[config.mk]
export PLATFORM = sky130hd
export DESIGN_NAME = pix_range_clamp
export DESIGN_NICKNAME = d
export VERILOG_FILES = /design/src/rtl/pix_clamp_pkg.sv /design/src/rtl/pix_range_sel.sv /design/src/rtl/pix_lane_bound.sv /design/src/rtl/pix_range_clamp.sv
export SDC_FILE = /design/constraint.sdc
export NUM_CORES = 1
export LEC_CHECK = 0
export ABC_AREA = 1
export BUFFER_PORTS_ARGS = -buffer_cell sky130_fd_sc_hd__buf_4
export CORE_UTILIZATION = 45
export DETAILED_ROUTE_END_ITERATION = 7
export HOLD_SLACK_MARGIN = 0.12
export PLACE_DENSITY = 0.74
export SLEW_MARGIN = 5
export SYNTH_ARGS = -nofsm -noshare
export SYNTH_HDL_FRONTEND = slang
export SYNTH_SLANG_ARGS = --single-unit
export TNS_END_PERCENT = 50
[constraint.sdc]
create_clock -name clk -period 0.8 [get_ports clk]
set_input_delay 0.08 -clock clk [delete_from_list [all_inputs] [get_ports clk]]
set_output_delay 0.08 -clock clk [all_outputs]
set_load 0.01 [all_outputs]
[src/rtl/pix_clamp_pkg.sv]
package pix_clamp_pkg;
  localparam int CW = 12;
  typedef logic [CW-1:0] comp_t;
  typedef enum logic [2:0] {
    RC_PASS = 3'd0, RC_D8 = 3'd1, RC_D10 = 3'd2, RC_D12 = 3'd3, RC_PROG = 3'd7
  } range_code_e;
  localparam comp_t D8_LO  = comp_t'(16  << 4);
  localparam comp_t D8_HI  = comp_t'(235 << 4);
  localparam comp_t D10_LO = comp_t'(64  << 2);
  localparam comp_t D10_HI = comp_t'(940 << 2);
  localparam comp_t D12_LO = comp_t'(256);
  localparam comp_t D12_HI = comp_t'(3760);
  localparam comp_t PROG_LO_DEFAULT = comp_t'(12'h010);
  localparam comp_t PROG_HI_DEFAULT = comp_t'(12'hFEF);
endpackage

[src/rtl/pix_range_sel.sv]
module pix_range_sel
  import pix_clamp_pkg::*;
#(parameter int NCH = 3)
(
  input  logic               en,
  input  logic [2:0]         code,
  input  comp_t [NCH-1:0]    prog_lo,
  input  comp_t [NCH-1:0]    prog_hi,
  output logic               active,
  output comp_t [NCH-1:0]    lo,
  output comp_t [NCH-1:0]    hi
);
  always_comb begin
    active = en;
    for (int i = 0; i < NCH; i++) begin
      lo[i] = '0;
      hi[i] = '1;
    end
    unique case (code)
      RC_D8:   for (int i = 0; i < NCH; i++) begin lo[i] = D8_LO;  hi[i] = D8_HI;  end
      RC_D10:  for (int i = 0; i < NCH; i++) begin lo[i] = D10_LO; hi[i] = D10_HI; end
      RC_D12:  for (int i = 0; i < NCH; i++) begin lo[i] = D12_LO; hi[i] = D12_HI; end
      RC_PROG: for (int i = 0; i < NCH; i++) begin lo[i] = prog_lo[i]; hi[i] = prog_hi[i]; end
      default: active = 1'b0;
    endcase
  end
endmodule

[src/rtl/pix_lane_bound.sv]
module pix_lane_bound
  import pix_clamp_pkg::*;
(
  input  logic  active,
  input  comp_t x,
  input  comp_t lo,
  input  comp_t hi,
  output comp_t y
);
  comp_t capped;
  always_comb begin
    capped = (x > hi) ? hi : x;
    if (!active)          y = x;
    else if (lo > hi)     y = hi;
    else if (capped < lo) y = lo;
    else                  y = capped;
  end
endmodule

[src/rtl/pix_range_clamp.sv]
module pix_range_clamp
  import pix_clamp_pkg::*;
#(parameter int NCH = 3)
(
  input  logic        clk,
  input  logic        rst_n,
  input  logic        in_vld,
  input  logic [11:0] in_r,
  input  logic [11:0] in_g,
  input  logic [11:0] in_b,
  input  logic        clamp_en,
  input  logic [2:0]  range_code,
  input  logic [11:0] lim_lo_r,
  input  logic [11:0] lim_hi_r,
  input  logic [11:0] lim_lo_g,
  input  logic [11:0] lim_hi_g,
  input  logic [11:0] lim_lo_b,
  input  logic [11:0] lim_hi_b,
  output logic        out_vld,
  output logic [11:0] out_r,
  output logic [11:0] out_g,
  output logic [11:0] out_b
);
  comp_t [NCH-1:0] x_in, lo_s, hi_s, plo, phi, y_nxt, y_q;
  logic active;
  logic vld_q;

  assign x_in = {in_b, in_g, in_r};
  assign plo  = {lim_lo_b, lim_lo_g, lim_lo_r};
  assign phi  = {lim_hi_b, lim_hi_g, lim_hi_r};

  pix_range_sel #(.NCH(NCH)) u_sel (
    .en(clamp_en), .code(range_code), .prog_lo(plo), .prog_hi(phi),
    .active(active), .lo(lo_s), .hi(hi_s)
  );

  for (genvar c = 0; c < NCH; c++) begin : g_lane
    pix_lane_bound u_lane (
      .active(active), .x(x_in[c]), .lo(lo_s[c]), .hi(hi_s[c]), .y(y_nxt[c])
    );
  end

  always_ff @(posedge clk or negedge rst_n) begin
    if (!rst_n) begin
      vld_q <= 1'b0;
      y_q   <= '0;
    end else begin
      vld_q <= in_vld;
      y_q   <= y_nxt;
    end
  end

  assign out_vld = vld_q;
  assign out_r = y_q[0];
  assign out_g = y_q[1];
  assign out_b = y_q[2];
endmodule

==> After elaboration in Yosys (flattened, before gate mapping) <==
Cells that the tools add are included.
{ "totals": {"ff_bits": 37, "inputBits": 115, "out_inout_bits": 37, "word_cells": 34} }
{ "op_classes": {"magnitude_cmp": 9, "eq_ne": 4, "mux": 15, "n_reduce_logical": 2} }
{ "ops": {"columns": ["cell", "count"], "rows": [
  ["$mux W12", 12],
  ["$pmux W36 S2", 2],
  ["$gt A12 B12 Y1", 6],
  ["$lt A12 B12 Y1", 3],
  ["$eq A3 B2 Y1 const B", 2],
  ["$reduce_or A4 Y1", 1],
  ["$eq A3 B1 Y1 const B", 1],
  ["$eq A3 B3 Y1 const B", 1],
  ["$reduce_or A3 Y1", 1],
  ["$mux W1", 1]
]} }

==> Logic depth before layout (Yosys ltp) <==
{ "logic_depth": {"word_depth": 9, "ltp_mapped": 29, "mapped_depth_nobuf": 27} }

==> By module <==
From an unflattened synthesis, not the netlist that was laid out.
{ "hier_totals": {"cells_unflattened": 981, "hier_area_um2": 6100.9} }
{ "by_module_without_submodules": {"columns": ["module", "n_inst", "cells_per_inst", "area_per_inst_um2", "seq_area_each_um2"], "rows": [
  ["pix_lane_bound (g_lane[1].u_lane)", 1, 268, 1569.0, 0.0],
  ["pix_lane_bound (g_lane[0].u_lane)", 1, 268, 1521.5, 0.0],
  ["pix_lane_bound (g_lane[2].u_lane)", 1, 266, 1483.9, 0.0],
  ["pix_range_clamp", 1, 37, 925.9, 925.9],
  ["pix_range_sel", 1, 142, 600.6, 0.0]
]} }

==> Least setup slack after synthesis <==
OpenSTA, ideal clock, no wires.
{ "synth_path": {"path_kind": "input port to flip-flop", "from": "input port range_code[1]", "to": "register y_q (netlist bit out_b[1])", "setup_ns": 0.121, "arrival_ns": 3.528, "t_required_ns": 0.679, "path_slack_ns": -2.849, "stages": 26, "path_buffers": 3, "path_cell_list": "inv_2 > a21oi_2 > nor2_1 > buf_2 > a21oi_1 > ha_1 > nand2_1 > inv_1 > nand2_1 > nand2_1 > nand2_1 > nand3_1 > nand2_1 > clkbuf_1 > nand2_1 > o21ai_0 > ha_1 > nand2_1 > inv_2 > nand3_1 > a31oi_1 > a2111oi_2 > clkbuf_1 > nand3_1 > nand3_1 > a21oi_1"} }
{ "synth_between": {"elab_chain_cells": 9, "word_cells_on_any_way": 16, "classes_between": "order compare: 3; eq/ne: 4; mux: 7; reduce/logical: 2"} }
{ "synth_rtl": {"columns": ["element", "line_no", "source"], "rows": [
  ["start: declaration", "pix_range_clamp.sv:12", "input logic [2:0] range_code,"],
  ["$eq A3 B1 Y1 or $eq A3 B2 Y1 (tied branches)", "pix_range_sel.sv:19", "unique case (code)"],
  ["$reduce_or A3 Y1 (no source line)", null, null],
  ["$pmux W36 S2", "pix_range_sel.sv:19", null],
  ["$gt A12 B12 Y1", "pix_lane_bound.sv:12", "capped = (x > hi) ? hi : x;"],
  ["$mux W12", "pix_lane_bound.sv:12", null],
  ["$lt A12 B12 Y1", "pix_lane_bound.sv:15", "else if (capped < lo) y = lo;"],
  ["$mux W12", "pix_lane_bound.sv:15", null],
  ["$mux W12", "pix_lane_bound.sv:14", "else if (lo > hi) y = hi;"],
  ["$mux W12 *", "pix_lane_bound.sv:13", "if (!active) y = x;"],
  ["net g_lane[2].u_lane.y[1]", "pix_lane_bound.sv:8", "output comp_t y"],
  ["end signal: assignment", "pix_range_clamp.sv:49", "y_q <= y_nxt;"],
  ["end: declaration", "pix_range_clamp.sv:24", "comp_t [NCH-1:0] x_in, lo_s, hi_s, plo, phi, y_nxt, y_q;"]
]} }
The timed path passes the listed nets; every way through them passes the cells marked *.

==> Final worst setup path <==
{ "layout_path": {"from": "input port range_code[2]", "to": "register y_q (netlist bit out_b[7])"} }
The elaborated chain is that of the path after synthesis.

==> results.json <==
{
  "outcome": "complete, but fails checks",
  "violations": "design-rule violations, negative setup slack",
  "clock_sinks": 37,
  "start_kind": "primary input",
  "syn_to_final_growth_pct": 80.00,
  "worst-setup-path-type": "primary input to flop",
  "postSynthAreaPerCell_sq_um": 6.173,
  "num_vias": 8616,
  "syn_nets": 1138,
  "slew_violations": 0,
  "cts_root_buf": "clkbuf_16",
  "pre_cts_slack_ps": -3220,
  "numPortBuffers": 151,
  "worst_ep_required_time_ps": 1030,
  "nNetsFinal": 1489,
  "min_period_ps": 3712,
  "worstPathArrival_ps": 3940,
  "leakagePower_uw": 0.005873,
  "max_freq_mhz": 269.4,
  "synthesis.area_sq_mm": 0.005667,
  "min_period_over_period_pct": 464.0,
  "htreeDepth": 2,
  "ir_drop_mv": 0.9456,
  "critical-path-max-stage-delay_ps": 380,
  "instances_no_fill": 1438,
  "die_w_um": 114.2,
  "drive_gt1_share_pct": 44.17,
  "cts_buffers": 5,
  "drt_iter0_drc": 1136,
  "hp-class": "primary input to flop",
  "place_inst": 1385,
  "grt_start_max_net_pins": 38,
  "clkTransAtPathRegs_ps": 70,
  "die-area_sq_mm": 0.01305,
  "diodes": 0,
  "die-height_um": 114.2,
  "worst_pin_slew_ps": 394.1,
  "grt_usage_pct": 35.31,
  "layout_setup_ws_ps": -2912,
  "ant_nets": 0,
  "setup_viol": 73,
  "ys_types": 26,
  "synth_cells": 918,
  "dpl.hpwl_um": 15810,
  "vias_per_cell": 5.992,
  "coreArea_sq_mm": 0.01216,
  "whs_ps": 108.3,
  "hold_viol": 0,
  "slew_headroom_pct": 73.50,
  "fill_cells": 681,
  "power_uw": 11310,
  "rsz0062_at_grt": "true",
  "std_cell_rows": 40,
  "antenna_found_initial": 0,
  "io_pins": 152,
  "grt-ovfl-total": 0,
  "endpoint_kind": "flop",
  "ys_seq_area_share_pct": 16.34,
  "slowest_stage": "a2111oi_4",
  "synth_seq_cells": 37,
  "p_per_area_mw_per_mm2": 1109,
  "yosys_warnings": 0,
  "cap_violations": 0,
  "cts_tree": "built",
  "grt_pass1_vias": 7693,
  "clock_path_buffers": 2,
  "drc": 5,
  "wire_per_inst_um": 19.83,
  "routabilityCongestion": 0.8991,
  "initial_utilization_pct": 46.59,
  "dr.pass1.iters": 8,
  "routed_wl_um": 28510,
  "path_max_fanout": 8,
  "grt_first_pass_wirelength_um": 36420
}
-- path summary, 6_finish.rpt --
check	start	endpoint	slack, ps	depth (start not counted)
setup / recovery	range_code[2]	out_b[7]	-2910	27
hold / removal	in_r[8]	out_r[8]	110	4
max in group asynchronous	rst_n	out_b[1]	290	3
min in group asynchronous	rst_n	out_b[10]	270	3
-- cell usage in the layout (no fill, tap or decap), types with 5 or more instances in the layout --
master           n
buf_4          295
nand2_1        179
inv_1          152
ha_1            96
nand3_1         54
buf_6           50
a21oi_1         49
nor2_1          47
o21ai_0         44
dfrtp_1         37
nand3_2         30
a21oi_2         28
nand2_2         26
nand2_4         17
nor2_2          16
nand4_1         15
o21ai_1         13
nor2_4          12
o21ai_2         11
buf_12          11
a21oi_4          9
ha_4             9
buf_8            8
dlygate4sd3_1    7
inv_2            6
clkbuf_16        6
nand3_4          5
nand2_8          5
o31ai_1          5
-- where the power goes --
group          internal, uW  switching [uW]
clock network          1330             943
registers              2080             117
logic                  3240            3600
total                  6650            4660
-- kinds of logic after synthesis --
kind of cell	synth area share (%)
and+or+nand+nor	30.38
buffers and inverters	13.67
AOI/OAI and AO/OA	16.43
adders and majority gates	23.18
DFF	16.34
-- flip-flops by register name, summed over array words and instances (netlist names) --
name and count:
out_g 12, out_r 12, out_b 12, out_vld 1
-- routing by layer --
metal  global-route usage, %  share of wire [%]  up-vias
met5                       0                  0        -
met4                   18.61                8.6        0
met3                   3.864                 10      286
met2                   63.35                 46      731
met1                   41.25                 35     3883
li1                        -                  -     3716
-- cells in the mapped netlist --
library cell | count | area [sq um]
a2111oi_2 | 3 | 45.04
nand2_1 | 214 | 803.3
nand4_1 | 15 | 93.84
nor2_1 | 73 | 274.0
o21ai_0 | 69 | 345.3
nand3_1 | 89 | 445.4
a21o_1 | 3 | 22.52
ha_1 | 105 | 1314
nor3_1 | 4 | 20.02
inv_1 | 155 | 581.8
o2111ai_1 | 3 | 26.28
dfrtp_1 | 37 | 925.9
buf_1 | 2 | 7.510
o21bai_1 | 1 | 7.510
nand2_2 | 6 | 37.54
nor3_4 | 1 | 16.27
and2_1 | 3 | 18.77
inv_2 | 6 | 22.52
a31oi_1 | 2 | 12.51
clkbuf_1 | 21 | 78.83
buf_6 | 3 | 33.78
o31ai_1 | 5 | 37.54
nor2_2 | 2 | 12.51
a21oi_2 | 1 | 8.760
buf_2 | 10 | 50.05
a21oi_1 | 85 | 425.4
-- per-stage QoR --
step                      utilization (%)  setup TNS, ps  instance area, sq um
after global placement              70.30        -106530                  8549
after CTS                           78.86         -87550                  9590
final                               83.87         -99610                 10200
after detailed placement            70.30        -110080                  8549
after floorplan                         -         -92110                  6012
after global routing                83.87        -107960                 10200
-- cell type report --
cell class | count | area [sq um] | area share [%]
clock buffers | 7 | 152.6 | 1.497
clock inverters | 1 | 5.005 | 0.04907
inverters | 161 | 619.3 | 6.072
multi-input cells | 691 | 5046 | 49.47
flip-flops and latches | 37 | 925.9 | 9.078
well taps | 168 | 210.2 | 2.061
repair buffers | 373 | 3241 | 31.77
-- worst max-delay path, delay by kind of cell --
family	cells	cell delay, ps
buffers and inverters	7	760
AOI/OAI and AO/OA	5	960
adders and majority gates	2	550
and+or+nand+nor	13	1580
-- what timing repair did --
item,CTS,global route
pin swaps,52,58
gates resized for setup,149,111
hold endpoints to repair,44,0
hold buffers,7,0
gates cloned,10,1
setup buffers,16,13
setup endpoints to repair,73,73
Note: power is estimated with default switching activity, not from simulation.
